--- config.mk ---
export PLATFORM = sky130hd
export DESIGN_NAME = l2_bucket_hasher
export DESIGN_NICKNAME = d
export VERILOG_FILES = /design/src/rtl/l2hash_pkg.sv /design/src/rtl/l2hash_seed.sv /design/src/rtl/l2hash_fold.sv /design/src/rtl/l2hash_half.sv /design/src/rtl/l2_bucket_hasher.sv
export SDC_FILE = /design/constraint.sdc
export NUM_CORES = 1
export LEC_CHECK = 0
export ABC_AREA = 0
export BUFFER_PORTS_ARGS = -buffer_cell sky130_fd_sc_hd__buf_4
export CORE_MARGIN = 5
export CORE_UTILIZATION = 49
export CTS_CLUSTER_SIZE = 28
export DETAILED_ROUTE_END_ITERATION = 10
export GPL_TIMING_DRIVEN = 0
export PLACE_DENSITY_LB_ADDON = 0.2
export SETUP_SLACK_MARGIN = 0.2
export SYNTH_ARGS = -nofsm -noshare
export SYNTH_HDL_FRONTEND = slang
export SYNTH_SLANG_ARGS = --single-unit
--- constraint.sdc ---
create_clock -name clk -period 2.3 [get_ports clk]
set_input_delay 0.23 -clock clk [delete_from_list [all_inputs] [get_ports clk]]
set_output_delay 0.23 -clock clk [all_outputs]
set_load 0.01 [all_outputs]
--- src/rtl/l2hash_pkg.sv ---
package l2hash_pkg;

  localparam int MAC_W       = 48;
  localparam int VID_W       = 12;
  localparam int SEED_W      = MAC_W + VID_W;
  localparam int SLICE_W     = 11;
  localparam int TBL_ENTRIES = 16384;
  localparam int BKT_WAYS    = 4;
  localparam int N_HALVES    = 2;

  localparam int N_BUCKETS   = TBL_ENTRIES / BKT_WAYS;
  localparam int BKT_W       = $clog2(N_BUCKETS);
  localparam int HALF_SPAN   = N_BUCKETS / N_HALVES;

  typedef enum logic {
    ALG_PLAIN = 1'b0,
    ALG_ROT   = 1'b1
  } alg_e;

  // Left-rotate amount applied to full slice idx in the rotated variant.
  function automatic int slice_rot(input int idx, input bit rot_en);
    int amt;
    amt = 0;
    if (rot_en) begin
      if (idx == 1) amt = 6;
      else if (idx == 3) amt = 5;
    end
    return amt;
  endfunction

endpackage

--- src/rtl/l2hash_seed.sv ---
module l2hash_seed #(
  parameter int MAC_W = 48,
  parameter int VID_W = 12,
  localparam int SEED_W = MAC_W + VID_W
) (
  input  logic [MAC_W-1:0]  mac_i,
  input  logic [VID_W-1:0]  vid_i,
  output logic [SEED_W-1:0] seed_o
);

  // Identifier in the top bits, address below it.
  assign seed_o = {vid_i, mac_i};

endmodule

--- src/rtl/l2hash_fold.sv ---
module l2hash_fold #(
  parameter int SEED_W = 60,
  parameter int SLICE_W = 11,
  parameter bit ROT_EN = 1'b0
) (
  input  logic [SEED_W-1:0]  seed_i,
  output logic [SLICE_W-1:0] hash_o
);

  localparam int N_FULL = SEED_W / SLICE_W;
  localparam int REM_W  = SEED_W - N_FULL * SLICE_W;

  logic [SLICE_W-1:0] term [N_FULL+1];

  for (genvar i = 0; i < N_FULL; i++) begin : g_slice
    localparam int AMT = l2hash_pkg::slice_rot(i, ROT_EN);
    logic [SLICE_W-1:0] slc;
    assign slc = seed_i[i*SLICE_W +: SLICE_W];
    if (AMT == 0) begin : g_straight
      assign term[i] = slc;
    end else begin : g_rotl
      assign term[i] = {slc[SLICE_W-1-AMT:0], slc[SLICE_W-1:SLICE_W-AMT]};
    end
  end

  if (REM_W > 0) begin : g_rem
    assign term[N_FULL] = SLICE_W'(seed_i[SEED_W-1 -: REM_W]);
  end else begin : g_no_rem
    assign term[N_FULL] = '0;
  end

  always_comb begin
    logic [SLICE_W-1:0] acc;
    acc = '0;
    for (int k = 0; k <= N_FULL; k++) begin
      acc = acc ^ term[k];
    end
    hash_o = acc;
  end

endmodule

--- src/rtl/l2hash_half.sv ---
module l2hash_half #(
  parameter int SLICE_W   = 11,
  parameter int BKT_W     = 12,
  parameter int HALF_SPAN = 2048,
  parameter int HALF_IDX  = 0
) (
  input  logic               sel_i,
  input  logic [SLICE_W-1:0] hash_plain_i,
  input  logic [SLICE_W-1:0] hash_rot_i,
  output logic [BKT_W-1:0]   bucket_o
);

  localparam logic [BKT_W-1:0] BASE = BKT_W'(HALF_IDX * HALF_SPAN);

  logic [SLICE_W-1:0] chosen;

  always_comb begin
    unique case (l2hash_pkg::alg_e'(sel_i))
      l2hash_pkg::ALG_ROT: chosen = hash_rot_i;
      default:             chosen = hash_plain_i;
    endcase
    bucket_o = BKT_W'(chosen) + BASE;
  end

endmodule

--- src/rtl/l2_bucket_hasher.sv ---
module l2_bucket_hasher #(
  parameter int MAC_W       = l2hash_pkg::MAC_W,
  parameter int VID_W       = l2hash_pkg::VID_W,
  parameter int SLICE_W     = l2hash_pkg::SLICE_W,
  parameter int TBL_ENTRIES = l2hash_pkg::TBL_ENTRIES,
  parameter int BKT_WAYS    = l2hash_pkg::BKT_WAYS,
  localparam int SEED_W     = MAC_W + VID_W,
  localparam int N_HALVES   = 2,
  localparam int N_BUCKETS  = TBL_ENTRIES / BKT_WAYS,
  localparam int BKT_W      = $clog2(N_BUCKETS),
  localparam int HALF_SPAN  = N_BUCKETS / N_HALVES
) (
  input  logic                clk,
  input  logic                rst_n,
  input  logic                in_valid,
  input  logic [MAC_W-1:0]    mac_addr,
  input  logic [VID_W-1:0]    vlan_id,
  input  logic [N_HALVES-1:0] alg_sel,
  output logic                out_valid,
  output logic [BKT_W-1:0]    bucket_lo,
  output logic [BKT_W-1:0]    bucket_hi
);

  logic [SEED_W-1:0]  seed;
  logic [SLICE_W-1:0] hash_plain;
  logic [SLICE_W-1:0] hash_rot;
  logic [BKT_W-1:0]   bucket_nxt [N_HALVES];

  l2hash_seed #(.MAC_W(MAC_W), .VID_W(VID_W)) u_seed (
    .mac_i  (mac_addr),
    .vid_i  (vlan_id),
    .seed_o (seed)
  );

  // One core per algorithm, shared by both table halves.
  l2hash_fold #(.SEED_W(SEED_W), .SLICE_W(SLICE_W), .ROT_EN(1'b0)) u_fold_plain (
    .seed_i (seed),
    .hash_o (hash_plain)
  );

  l2hash_fold #(.SEED_W(SEED_W), .SLICE_W(SLICE_W), .ROT_EN(1'b1)) u_fold_rot (
    .seed_i (seed),
    .hash_o (hash_rot)
  );

  for (genvar h = 0; h < N_HALVES; h++) begin : g_half
    l2hash_half #(
      .SLICE_W   (SLICE_W),
      .BKT_W     (BKT_W),
      .HALF_SPAN (HALF_SPAN),
      .HALF_IDX  (h)
    ) u_half (
      .sel_i        (alg_sel[h]),
      .hash_plain_i (hash_plain),
      .hash_rot_i   (hash_rot),
      .bucket_o     (bucket_nxt[h])
    );
  end

  logic             valid_q, valid_d;
  logic [BKT_W-1:0] lo_q, lo_d;
  logic [BKT_W-1:0] hi_q, hi_d;
  logic             cap_en;

  assign cap_en = in_valid;

  always_comb begin
    valid_d = in_valid;
    lo_d    = lo_q;
    hi_d    = hi_q;
    if (cap_en) begin
      lo_d = bucket_nxt[0];
      hi_d = bucket_nxt[1];
    end
  end

  always_ff @(posedge clk or negedge rst_n) begin
    if (!rst_n) begin
      valid_q <= 1'b0;
      lo_q    <= '0;
      hi_q    <= '0;
    end else begin
      valid_q <= valid_d;
      lo_q    <= lo_d;
      hi_q    <= hi_d;
    end
  end

  assign out_valid = valid_q;
  assign bucket_lo = lo_q;
  assign bucket_hi = hi_q;

endmodule

==> results of run 1 <==
[routing by layer]
metal,track usage,wire length (µm)
met3,0.04052,330
met4,0.04380,35
met2,0.3310,2047
met5,0,0
met1,0.2008,1531
[state kept, by name (all words and copies together), names as in the netlist]
name / flops
bucket_lo: 11
out_valid: 1
bucket_hi: 12
[logic make-up after synthesis]
group / Yosys count / synth area share
AO/OA/AOI/OAI: 12 / 0.03522
XOR/XNOR: 71 / 0.3646
buffers and inverters: 7 / 0.02055
flip-flops: 24 / 0.3522
multiplexers: 32 / 0.1952
other: 1 / 0.002199
AND/OR/NAND/NOR: 13 / 0.03008
[path summary, 6_finish.rpt]
path	endpoint	from	slack, ns	cells past startpoint
setup / recovery	bucket_hi[1]	bucket_hi[1]	1.19	1
hold / removal	out_valid	in_valid	0.02	1
setup reg to reg	bucket_hi[11]	bucket_hi[11]	1.53	1
hold reg to reg	bucket_hi[11]	bucket_hi[11]	0.49	1
max in group asynchronous	bucket_lo[10]	rst_n	1.74	2
min in group asynchronous	bucket_hi[0]	rst_n	0.33	2
[placed cells by master, fill, tap and decap left out, drive strengths merged]
cell type	Yosys	routed
a21oi	12	12
buf	5	93
clkbuf	2	6
conb	1	1
dfrtp	24	24
dlygate4sd3	0	1
mux2	10	10
mux2i	22	22
nor2	12	12
or2	1	1
xnor2	53	53
xor2	18	18
[repair_timing]
| action | 4_1_cts | 5_1_grt |
|---|---|---|
| hold buffers | 1 | 0 |
| endpoints found under the hold margin | 24 | 0 |
| buffers inserted | 0 | 0 |
[power by group through the flow]
stage	Clock, W	Sequential, W	Combinational (W)
2_1_floorplan	0	0.000660	0.000355
3_3_place_gp	0	0.000603	0.000751
3_5_place_dp	0	0.000605	0.000762
4_1_cts	0.000231	0.000598	0.000767
5_1_grt	0.000240	0.000615	0.000830
6_report	0.000227	0.000597	0.000752
[metrics by stage]
stage	hold slack [ns]	area [µm²]	utilization
floorplan	-0.06559	1705	-
global placement	0.1418	2424	0.7206
detailed placement	0.1480	2424	0.7206
CTS	0.01693	2470	0.7344
global route	0.01806	2470	0.7344
finish	0.01655	2470	0.7344
[cell type report]
type	instances	share of cell area
Clock buffer	4	0.01469
Buffer	7	0.01418
Timing Repair Buffer	89	0.2715
Tap cell	46	0.02330
Sequential cell	24	0.2432
Multi-Input combinational cell	129	0.4331
==> flow_metrics.py, run 1 <==
metrics = {
    "outcome": {
        "status": "complete, no violations",
    },
    "global_route": {
        "grt_usage": 0.1769,
        "grt_max_degree": 25,
        "gr-total-overflow": 0,
        "grt_pass1_vias": 1435,
        "grt_pass1_wl_um": 6244,
        "antenna_found_initial": 0,
    },
    "cells_and_area": {
        "drive_gt1_frac": 0.4269,
        "fin_cells": 299,
        "seq_area_um2": 600.6,
        "multi_input_area_um2": 1070,
        "area_delta_synth_final_pct": 44.83,
        "n_fill_cell": 288,
        "fin_nets": 319,
        "n_antenna_cell": 0,
    },
    "worst_hold_path": {
        "min_path_type": "in2reg",
    },
    "power_and_ir_drop": {
        "switchingPower_w": 0.0005054,
        "total_power_w": 0.001576,
        "power.leakage_nw": 1.140,
        "cell_internal_pwr_w": 0.001071,
        "p_per_area_nw_per_um2": 638.1,
        "p_seq_frac": 0.379,
        "ir_drop_v": 0.0003462,
        "swShare": 0.3207,
        "clkPwrFrac": 0.144,
        "combPwrFrac": 0.477,
    },
    "critical_path": {
        "critical_path.max_fanout": 2,
        "critPathRequiredTime_ns": 2.07,
        "crit_chain": "buf_4",
        "slowest_stage": "dfrtp_1",
        "end_kind": "primary output",
        "path_buf_inv": 1,
        "path_class": "reg2out",
        "slowest_delay_ns": 0.42,
        "crit_arrival_ns": 0.88,
        "critical-path-top-delay-family": "flip-flops",
        "cp-start-kind": "register",
    },
    "floorplan": {
        "core_um2": 3363,
        "ios": 90,
        "chipWidth_um": 69.00,
        "die_h_um": 69.00,
        "rows": 21,
        "die-area_um2": 4760,
        "initial_core_util": 0.5071,
    },
    "route": {
        "detail-route-antenna-nets": 0,
        "wire_per_inst_um": 13.19,
        "drtIter0Drc": 51,
        "wl_um": 3944,
        "num_vias": 1406,
        "drc_errors": 0,
        "viasPerCell": 4.702,
        "drtPass1Iterations": 4,
    },
    "synthesis": {
        "netlist_area_um2": 1705,
        "synth_async_sr_flop_share": 1.000,
        "synth_flop_cell": "dfrtp_1",
        "post-synth-top-count-cell": "xnor2_1",
        "postSynthRegisterBits": 24,
        "seq_area_frac_synth": 0.3522,
        "synthTopCellsByArea": "dfrtp_1, xnor2_1, mux2i_1",
        "syn_avg_cell_area_um2": 10.66,
        "yosysTopAreaCell": "dfrtp_1",
        "ys_types": 12,
        "yosysWarnings": 0,
        "ys_top_cells_by_count": "xnor2_1, dfrtp_1, mux2i_1",
        "synthCells": 160,
        "synth_nets": 225,
        "synth_top_cell_area_share": 0.3522,
        "synth-edff-count": 0,
    },
    "clock_network": {
        "cts-root-buf": "clkbuf_4",
        "cts_buffers": 3,
        "cts_tree": "yes",
        "cts_resized": 0,
        "htree_levels": 1,
        "clock_latency_ns": 0.32,
        "cts_buffer_depth": 2,
        "clock_sinks": 24,
        "clk_pin_slew_ns": 0.14,
    },
    "sta": {
        "drv_slew": 0,
        "rsz0062_at_grt": "no",
        "tns_ns": 0,
        "timing.final.crit_share": 0.4820,
        "layout_min_cycle_time_ns": 1.109,
        "setup_viol": 0,
        "worst_slack_ns": 1.191,
        "timing.final.hold_violations": 0,
        "max_freq_ghz": 0.9020,
        "clock_skew_ns": 0,
    },
    "placement": {
        "gp_congestion": 0.7473,
        "dp.cells": 294,
        "io_buffer_count": 88,
        "place_hpwl_um": 3319,
        "dp_slack_ns": 0.8502,
    },
    "job": {
        "drv_cap": 0,
    },
}
Power figures use the tool's default switching activity.
==> run 2: changes to the inputs <==
- CORE_UTILIZATION: 49 -> 45
- clock period: 2.3 -> 1.1 ns (I/O delays scaled with it)
==> flow_metrics.py, run 2 (synthesis gave the netlist of run 1 again) <==
metrics = {
    "power_and_ir_drop": {
        "p_seq_frac": 0.350,
        "clkPwrFrac": 0.167,
        "cell_internal_pwr_w": 0.002563,
        "ir_drop_v": 0.001097,
        "swShare": 0.3104,
        "power.leakage_nw": 1.232,
        "combPwrFrac": 0.484,
        "p_per_area_nw_per_um2": 1395,
        "switchingPower_w": 0.001154,
    },
    "route": {
        "drtPass1Iterations": 4,
        "wl_um": 4250,
        "wire_per_inst_um": 13.93,
        "num_vias": 1444,
        "drtIter0Drc": 55,
        "drc_errors": 0,
        "detail-route-antenna-nets": 0,
        "viasPerCell": 4.734,
    },
    "clock_network": {
        "clock_latency_ns": 0.27,
        "cts_buffers": 3,
        "cts_tree": "yes",
        "cts-root-buf": "clkbuf_8",
        "cts_buffer_depth": 2,
        "clock_sinks": 24,
        "htree_levels": 1,
        "clk_pin_slew_ns": 0.09,
    },
    "floorplan": {
        "rows": 22,
        "initial_core_util": 0.4658,
        "die_h_um": 71.56,
        "core_um2": 3661,
        "ios": 90,
        "chipWidth_um": 71.56,
        "die-area_um2": 5121,
    },
    "outcome": {
        "status": "complete, no violations",
    },
    "placement": {
        "place_hpwl_um": 3416,
        "dp_slack_ns": -0.1325,
        "dp.cells": 296,
        "gp_congestion": 0.7102,
        "io_buffer_count": 88,
        "placed_cell_area_um2": 2470,
    },
    "cells_and_area": {
        "n_fill_cell": 313,
        "layout_commonest_cell": "buf_4",
        "layout_common_cells": "buf_4, xnor2_1, buf_6, dfrtp_1, mux2i_1",
        "final_area_um2": 2664,
        "drive_gt1_frac": 0.4514,
        "area_delta_synth_final_pct": 56.20,
        "fin_nets": 323,
        "largest_register_ffs": 12,
        "fin_cells": 305,
        "fin_util": 0.7276,
        "n_antenna_cell": 0,
    },
    "sta": {
        "rsz0062_at_grt": "yes",
        "clock_skew_ns": 0,
        "timing.final.crit_share": 0.8349,
        "max_freq_ghz": 1.089,
        "timing.final.hold_violations": 0,
        "layout_min_cycle_time_ns": 0.9184,
        "drv_slew": 0,
        "worst_slack_ns": 0.1816,
        "tns_ns": 0,
        "setup_viol": 0,
    },
    "critical_path": {
        "critical_path.max_fanout": 2,
        "cp-start-kind": "register",
        "critPathRequiredTime_ns": 0.99,
        "path_class": "reg2out",
        "slowest_delay_ns": 0.41,
        "end_kind": "primary output",
        "crit_chain": "buf_6",
        "path_buf_inv": 1,
        "critical-path-top-delay-family": "flip-flops",
        "slowest_stage": "dfrtp_1",
        "crit_arrival_ns": 0.81,
    },
    "global_route": {
        "grt_pass1_wl_um": 7010,
        "antenna_found_initial": 0,
        "grt_pass1_vias": 1537,
        "grt_max_degree": 25,
        "grt_usage": 0.1720,
        "gr-total-overflow": 0,
    },
    "worst_hold_path": {
        "min_path_type": "in2async",
    },
    "job": {
        "drv_cap": 0,
    },
}
## run 2: cell count changes in the layout (fill, tap and decap cells not counted), moves of 3 or more
cell and delta:
buf_4 -20, clkbuf_8 +3, buf_6 +25, buf_2 -3, xnor2_1 -3, xnor2_2 +3
## run 2: area by class of cell
cell class                      instances  area (µm²)  area share
Buffer                                  7       58.81     0.02208
Clock buffer                            4       55.05     0.02067
Multi-Input combinational cell        129        1096      0.4115
Sequential cell                        24       600.6      0.2255
Tap cell                               48       60.06     0.02255
Timing Repair Buffer                   93       793.3      0.2978
## run 2: layer usage
metal  vias up  global-route usage  wire, µm
met1       677              0.2108      1715
met4         0             0.02505        13
li1        713                   -         -
met3         2             0.04628       319
met5         -                   0         0
met2        52              0.3071      2201
## run 2: per-stage QoR
step,hold WS (ns),power [W]
after CTS,0.2695,0.003732
after global placement,0.02858,0.002868
after detailed placement,0.03327,0.002902
after floorplan,-0.1856,0.002149
final,0.2659,0.003716
after global routing,0.2802,0.003968
## run 2: power groups by stage
stage          registers [W]  clock network (W)  logic, W
3_5_place_dp         0.00127                  0   0.00163
4_1_cts              0.00130           0.000629   0.00180
3_3_place_gp         0.00127                  0   0.00160
5_1_grt              0.00134           0.000683   0.00195
6_report             0.00130           0.000619   0.00180
2_1_floorplan        0.00138                  0  0.000769
## run 2: what timing repair did
action,CTS,global route
cloned,0,0
setup endpoints to repair,35,34
setup buffers,1,2
hold buffers,2,0
resized for setup,24,5
pin swaps,0,1
hold endpoints to repair,25,0
## run 2: final timing paths
path                                from       endpoint  slack, ns  depth (start not counted)
min in group clk              vlan_id[6]  bucket_lo[10]       0.27                          4
min                                rst_n  bucket_lo[10]       0.27                          2
max                         bucket_lo[7]   bucket_lo[7]       0.18                          1
max in group asynchronous          rst_n   bucket_lo[8]       0.57                          2
max reg2reg                 bucket_hi[2]   bucket_hi[2]       0.31                          1
min reg2reg                bucket_hi[11]  bucket_hi[11]       0.51                          1
